<file path="src/rtl/dtc_pkg.sv">
package dtc_pkg;
  localparam int unsigned CMD_BITS = 8;
  localparam int unsigned DMA_FLAG = 7;

  // per-cycle control decision taken by the counter core
  typedef struct packed {
    logic reload;
    logic take;
  } ctl_t;
endpackage

</file>
<file path="src/rtl/tc_start_bank.sv">
module tc_start_bank #(
  parameter int unsigned NLANES = 3,
  parameter int unsigned BYTE_W = 8,
  parameter int unsigned ADDR_W = 2
) (
  input  logic                       clk,
  input  logic                       rst_n,
  input  logic                       wr_en,
  input  logic [ADDR_W-1:0]          wr_addr,
  input  logic [BYTE_W-1:0]          wr_data,
  output logic [NLANES*BYTE_W-1:0]   start_val,
  output logic                       lane_hit,
  output logic                       top_written
);
  localparam logic [ADDR_W-1:0] LAST_LANE = ADDR_W'(NLANES - 1);

  assign lane_hit = wr_en && (wr_addr <= LAST_LANE);

  for (genvar g = 0; g < NLANES; g++) begin : g_lane
    logic [BYTE_W-1:0] lane_q;
    always_ff @(posedge clk or negedge rst_n) begin
      if (!rst_n)                                    lane_q <= '0;
      else if (wr_en && wr_addr == ADDR_W'(g))       lane_q <= wr_data;
    end
    assign start_val[g*BYTE_W +: BYTE_W] = lane_q;
  end

  always_ff @(posedge clk or negedge rst_n) begin
    if (!rst_n)                                  top_written <= 1'b0;
    else if (wr_en && wr_addr == LAST_LANE)      top_written <= 1'b1;
  end


  top_written_sticky_chk: assert property (@(posedge clk) disable iff (!rst_n)
    top_written |=> top_written);


  start_write_chk: assert property (@(posedge clk) disable iff (!rst_n)
    (wr_en && wr_addr == '0) |=> start_val[BYTE_W-1:0] == $past(wr_data));
endmodule

</file>
<file path="src/rtl/tc_count_core.sv">
module tc_count_core
  import dtc_pkg::*;
#(
  parameter int unsigned CNT_W     = 24,
  parameter int unsigned DEC_W     = 16,
  parameter int unsigned CMD_W     = 8,
  parameter int unsigned FLAG_BIT  = 7,
  parameter logic [CNT_W-1:0] ZERO_LOAD = 24'h010000
) (
  input  logic              clk,
  input  logic              rst_n,
  input  logic              cmd_valid,
  input  logic [CMD_W-1:0]  cmd_code,
  input  logic [CNT_W-1:0]  start_val,
  input  logic              dec_valid,
  input  logic [DEC_W-1:0]  dec_count,
  input  logic              tc_clear,
  output logic              dec_ready,
  output logic [CNT_W-1:0]  count,
  output logic              tc
);
  ctl_t             ctl;
  logic [CNT_W-1:0] dec_ext;
  logic [CNT_W-1:0] load_val;
  logic [CNT_W-1:0] sub_val;
  logic             drains;
  logic             tc_set;

  if (DEC_W < CNT_W) begin : g_pad
    assign dec_ext = {{(CNT_W-DEC_W){1'b0}}, dec_count};
  end else begin : g_trim
    assign dec_ext = dec_count[CNT_W-1:0];
  end

  assign ctl.reload = cmd_valid && cmd_code[FLAG_BIT];
  assign dec_ready  = !ctl.reload;
  assign ctl.take   = dec_valid && dec_ready;

  assign load_val = (start_val == '0) ? ZERO_LOAD : start_val;
  assign drains   = (dec_ext >= count);
  assign sub_val  = drains ? '0 : (count - dec_ext);
  assign tc_set   = ctl.take && (count != '0) && drains;

  always_ff @(posedge clk or negedge rst_n) begin
    if (!rst_n)           count <= '0;
    else if (ctl.reload)  count <= load_val;
    else if (ctl.take)    count <= sub_val;
  end

  always_ff @(posedge clk or negedge rst_n) begin
    if (!rst_n)         tc <= 1'b0;
    else if (tc_set)    tc <= 1'b1;
    else if (tc_clear)  tc <= 1'b0;
  end


  tc_rise_cause_chk: assert property (@(posedge clk) disable iff (!rst_n)
    $rose(tc) |-> ($past(count) != '0 && count == '0));


  reload_value_chk: assert property (@(posedge clk) disable iff (!rst_n)
    (cmd_valid && cmd_code[FLAG_BIT]) |=>
      count == (($past(start_val) == '0) ? ZERO_LOAD : $past(start_val)));


  no_underflow_chk: assert property (@(posedge clk) disable iff (!rst_n)
    (dec_valid && dec_ready) |=> count <= $past(count));


  count_hold_chk: assert property (@(posedge clk) disable iff (!rst_n)
    (!(cmd_valid && cmd_code[FLAG_BIT]) && !(dec_valid && dec_ready)) |=> $stable(count));
endmodule

</file>
<file path="src/rtl/tc_readback.sv">
module tc_readback #(
  parameter int unsigned NLANES = 3,
  parameter int unsigned BYTE_W = 8,
  parameter int unsigned ADDR_W = 2,
  parameter logic [BYTE_W-1:0] CHIP_ID = 8'hA2
) (
  input  logic [NLANES*BYTE_W-1:0] count,
  input  logic                     top_written,
  input  logic [ADDR_W-1:0]        rd_addr,
  output logic [BYTE_W-1:0]        rd_data
);
  localparam logic [ADDR_W-1:0] LAST_LANE = ADDR_W'(NLANES - 1);

  always_comb begin
    rd_data = '0;
    for (int i = 0; i < NLANES; i++) begin
      if (rd_addr == ADDR_W'(i)) rd_data = count[i*BYTE_W +: BYTE_W];
    end
    if (rd_addr == LAST_LANE && !top_written) rd_data = CHIP_ID;
  end
endmodule

</file>
<file path="src/rtl/dma_tc_counter.sv">
module dma_tc_counter
  import dtc_pkg::*;
#(
  parameter int unsigned BYTE_W = 8,
  parameter int unsigned CNT_W  = 24,
  parameter int unsigned DEC_W  = 16,
  parameter int unsigned ADDR_W = 2,
  parameter int unsigned CMD_W  = CMD_BITS,
  parameter logic [CNT_W-1:0]  ZERO_LOAD = 24'h010000,
  parameter logic [BYTE_W-1:0] CHIP_ID   = 8'hA2
) (
  input  logic              clk,
  input  logic              rst_n,
  input  logic              host_wr_en,
  input  logic [ADDR_W-1:0] host_addr,
  input  logic [BYTE_W-1:0] host_wdata,
  input  logic [ADDR_W-1:0] rd_addr,
  output logic [BYTE_W-1:0] rd_data,
  input  logic              cmd_valid,
  input  logic [CMD_W-1:0]  cmd_code,
  input  logic              dec_valid,
  output logic              dec_ready,
  input  logic [DEC_W-1:0]  dec_count,
  output logic [CNT_W-1:0]  count,
  output logic              tc_flag
);
  localparam int unsigned NLANES = CNT_W / BYTE_W;

  logic [CNT_W-1:0] start_val;
  logic             lane_hit;
  logic             top_written;

  tc_start_bank #(.NLANES(NLANES), .BYTE_W(BYTE_W), .ADDR_W(ADDR_W)) u_start (
    .clk(clk), .rst_n(rst_n),
    .wr_en(host_wr_en), .wr_addr(host_addr), .wr_data(host_wdata),
    .start_val(start_val), .lane_hit(lane_hit), .top_written(top_written)
  );

  tc_count_core #(
    .CNT_W(CNT_W), .DEC_W(DEC_W), .CMD_W(CMD_W),
    .FLAG_BIT(DMA_FLAG), .ZERO_LOAD(ZERO_LOAD)
  ) u_core (
    .clk(clk), .rst_n(rst_n),
    .cmd_valid(cmd_valid), .cmd_code(cmd_code), .start_val(start_val),
    .dec_valid(dec_valid), .dec_count(dec_count), .tc_clear(lane_hit),
    .dec_ready(dec_ready), .count(count), .tc(tc_flag)
  );

  tc_readback #(
    .NLANES(NLANES), .BYTE_W(BYTE_W), .ADDR_W(ADDR_W), .CHIP_ID(CHIP_ID)
  ) u_rd (
    .count(count), .top_written(top_written), .rd_addr(rd_addr), .rd_data(rd_data)
  );


  tc_clear_chk: assert property (@(posedge clk) disable iff (!rst_n)
    (lane_hit && !(dec_valid && dec_ready)) |=> !tc_flag);


  ready_on_idle_chk: assert property (@(posedge clk) disable iff (!rst_n)
    !cmd_valid |-> dec_ready);
endmodule

</file>
<file path="config.mk">
export PLATFORM = sky130hd
export DESIGN_NAME = dma_tc_counter
export DESIGN_NICKNAME = d
export VERILOG_FILES = /design/src/rtl/dtc_pkg.sv /design/src/rtl/tc_start_bank.sv /design/src/rtl/tc_count_core.sv /design/src/rtl/tc_readback.sv /design/src/rtl/dma_tc_counter.sv
export SDC_FILE = /design/constraint.sdc
export NUM_CORES = 1
export LEC_CHECK = 0
export CAP_MARGIN = 20
export CORE_ASPECT_RATIO = 0.75
export CORE_MARGIN = 1
export CORE_UTILIZATION = 46
export DETAILED_ROUTE_END_ITERATION = 10
export MAX_ROUTING_LAYER = met4
export PLACE_DENSITY = 0.77
export SETUP_SLACK_MARGIN = 0.3
export SYNTH_ARGS = -nofsm -noshare
export SYNTH_HDL_FRONTEND = slang
export SYNTH_SLANG_ARGS = --single-unit
</file>
<file path="constraint.sdc">
create_clock -name clk -period 2.5 [get_ports clk]
set_input_delay 0.625 -clock clk [delete_from_list [all_inputs] [get_ports clk]]
set_output_delay 0.625 -clock clk [all_outputs]
set_load 0.01 [all_outputs]
</file>
==> impl_metrics.yaml <==
setup_path:
  cp.arrival_ns: 3.16
  start_kind: "primary input"
  worst_r2r_path_depth: 13
  path_common_cell: "buf_4"
  cpMaxStageDelayCell: "o31ai_2"
  path_class: "primary input to flop"
  worstSetupEndpointType: "flop"
  crit_fanout: 3
  regToRegSetupSlack_ns: -0.38
  critical_path_required_ns: 2.68
  crit_path_max_incr_delay_ns: 0.51
  path_cells: "clkdlybuf4s50_1 > inv_1 > ha_4 > buf_4 > nand4_1 > buf_4 > a211oi_4 > nor2_1 > o31ai_2 > nand3b_1 > a31oi_1"
timing:
  period_share_pct: 119
  setup_slack_ns: -0.476
  finalCriticalPeriod_ns: 2.98
  finalSetupViolations: 25
  max_slew.worst_pin.slew_ns: 0.681
  final.setup_skew_ns: 0.0152
  drv_slew: 0
  max_freq_ghz: 0.336
  rsz0062_at_grt: "true"
  hold_viol_final: 0
  timing.slew.headroom_pct: 54.6
  fin_setup_tns_ns: -4.64
route:
  drt-total-wl_um: 14100
  drtIter0Drc: 586
  dr.pass1.iters: 5
  ant_nets: 0
  wl_per_cell_um: 22.4
  drc: 0
  viasPerCell: 6.35
  num_vias: 3980
floorplanning:
  design.die.area_um2: 7810
  ios: 75
  coreArea_um2: 6990
  initial_utilization_pct: 49.1
  die_y_um: 76.8
  die_w_um: 102
  row_count: 26
synthesis:
  async_reset_ff_share_pct: 100
  synth_area_um2: 3430
  yosys_most_used_dff: "dfrtp_1"
  yosysWarnings: 0
  synth-edff-count: 0
  synth_cells: 373
  synth-seq-cells: 50
  syn_area_per_cell_um2: 9.20
  yosysUniqueCellTypes: 64
  ys_seq_area_share_pct: 36.5
  syn_nets: 431
cells_and_area:
  finalNonFillerCells: 627
  layout_common_cells: "86 x buf_4, 50 x dfrtp_1, 42 x clkdlybuf4s50_1, 25 x nand2_1"
  fin_nets: 586
  drive_gt1_share_pct: 41.0
  antenna_cells: 0
  layout_commonest_cell: "buf_4"
  fillers: 484
  syn_to_final_growth_pct: 55.8
  fin_util_pct: 76.4
grt:
  grt-ovfl-total: 0
  grt_pass1_vias: 3772
  grt_use_total_pct: 35.2
  grt_max_degree: 51
  antenna_found_initial: 0
  grt_pass1_wl_um: 20000
flow_run:
  maxCapViolCount: 0
clocking:
  clk_pin_slew_ns: 0.11
  htree_levels: 2
  cts_tree: "yes"
  cts-root-buf: "clkbuf_8"
  cts_sinks: 50
  clockBufferDepth: 2
  hold_buffers: 0
  cts_buffers: 5
  clk_latency_ns: 0.31
placed_design:
  place_ws_ns: -0.884
  portBuffers: 67
  place_hpwl_um: 8740
  place_congestion: 0.953
  dp.cells: 593
pwr:
  leakage_uw: 0.00237
  ir_drop_v: 0.000612
  p_per_area_nw_per_um2: 1050
status:
  failed_checks: "setup timing"
  run_status: "finished, violations left"
hold_path:
  hp-class: "primary input to asynchronous set/reset pin"
logic make-up (layout without fill, tap and decap cells):
kind of cell    Yosys count  count (layout)  synth area share, %
buf+inv                  44             200                 6.60
flops                    50              50                 36.5
mux                      33              33                 10.5
xor+xnor                 12              12                 3.06
fa+ha+maj                17              17                 6.42
simple gates            111             111                 17.5
compound gates          106             106                 19.5
metrics by stage:
step                power (uW)  hold slack (ns)  instance area [um2]
floorplan                 2800            0.329                 3540
global placement          4200            0.476                 4730
detailed placement        4260            0.486                 4730
CTS                       5260            0.453                 5260
global route              5890            0.453                 5350
finish                    5620            0.413                 5350
final timing paths:
check	startpoint	endpoint
setup / recovery	dec_count[6]	u_core.count[23]
hold / removal	rst_n	u_core.count[1]
setup reg to reg	u_core.count[0]	u_core.count[18]
hold reg to reg	u_core.tc	u_core.tc
max in group asynchronous	rst_n	u_core.count[12]
min in group clk	u_core.tc	u_core.tc
final cells by class:
class | instances | area, um2 | share of cell area [%]
repair buffers | 164 | 1390 | 26.0
flip-flops and latches | 50 | 1250 | 23.4
clock inverters | 3 | 43.8 | 0.819
multi-input cells | 279 | 2370 | 44.3
well taps | 98 | 123 | 2.29
inverters | 28 | 105 | 1.97
clock buffers | 5 | 68.8 | 1.29
per-layer routing:
| metal | up-vias | global-route usage [%] | part of all wire, % | wire [um] |
|---|---|---|---|---|
| li1 | 1679 | - | - | - |
| met1 | 1850 | 46.3 | 37 | 5170 |
| met2 | 352 | 53.9 | 45 | 6260 |
| met3 | 99 | 6.47 | 13 | 1770 |
| met4 | 0 | 13.2 | 6.1 | 854 |
| met5 | - | - | 0 | 0 |
power by group:
| group | leakage (uW) | internal, uW | switching (uW) |
|---|---|---|---|
| combinational | 0.00172 | 1900 | 1800 |
| clock | 0.0000585 | 301 | 304 |
| sequential | 0.000591 | 1040 | 288 |
| total | 0.00237 | 3230 | 2390 |
timing repair:
action | CTS | global route
resized for setup | 111 | 16
endpoints found under the setup margin | 34 | 29
cloned | 1 | 0
pin swaps | 44 | 12
buffers inserted | 23 | 2
synthesized netlist by cell type (4+ instances only):
| cell | number | area [um2] |
|---|---|---|
| nand2_1 | 26 | 97.6 |
| nand4_1 | 7 | 43.8 |
| nor2b_1 | 6 | 37.5 |
| xnor2_1 | 7 | 61.3 |
| a21oi_1 | 33 | 165 |
| buf_6 | 4 | 45.0 |
| dfrtp_1 | 50 | 1250 |
| clkbuf_1 | 8 | 30.0 |
| a21o_1 | 6 | 45.0 |
| o21ai_1 | 12 | 60.1 |
| mux2_2 | 24 | 270 |
| inv_1 | 27 | 101 |
| nor4_1 | 10 | 62.6 |
| nor2_1 | 25 | 93.8 |
| xor2_1 | 5 | 43.8 |
| a31oi_1 | 13 | 81.3 |
| mux2i_1 | 9 | 90.1 |
| ha_1 | 16 | 200 |
| o21ai_0 | 9 | 45.0 |
| and3_1 | 5 | 31.3 |
| nand3b_1 | 4 | 30.0 |
| nand3_1 | 8 | 40.0 |
worst max-delay path, delay by kind of cell:
| family | cells | cell delay, ns |
|---|---|---|
| AOI/OAI and AO/OA | 3 | 0.83 |
| adders and majority gates | 1 | 0.28 |
| and+or+nand+nor | 3 | 0.54 |
| buffers and inverters | 4 | 0.88 |
sequential cells by signal, summed over array words and instances (netlist names):
| signal | flops |
|---|---|
| u_start.g_lane.lane_q | 24 |
| u_core.tc | 1 |
| u_core.count | 24 |
| u_start.top_written | 1 |
No activity file was read; power rests on OpenSTA's default activity.
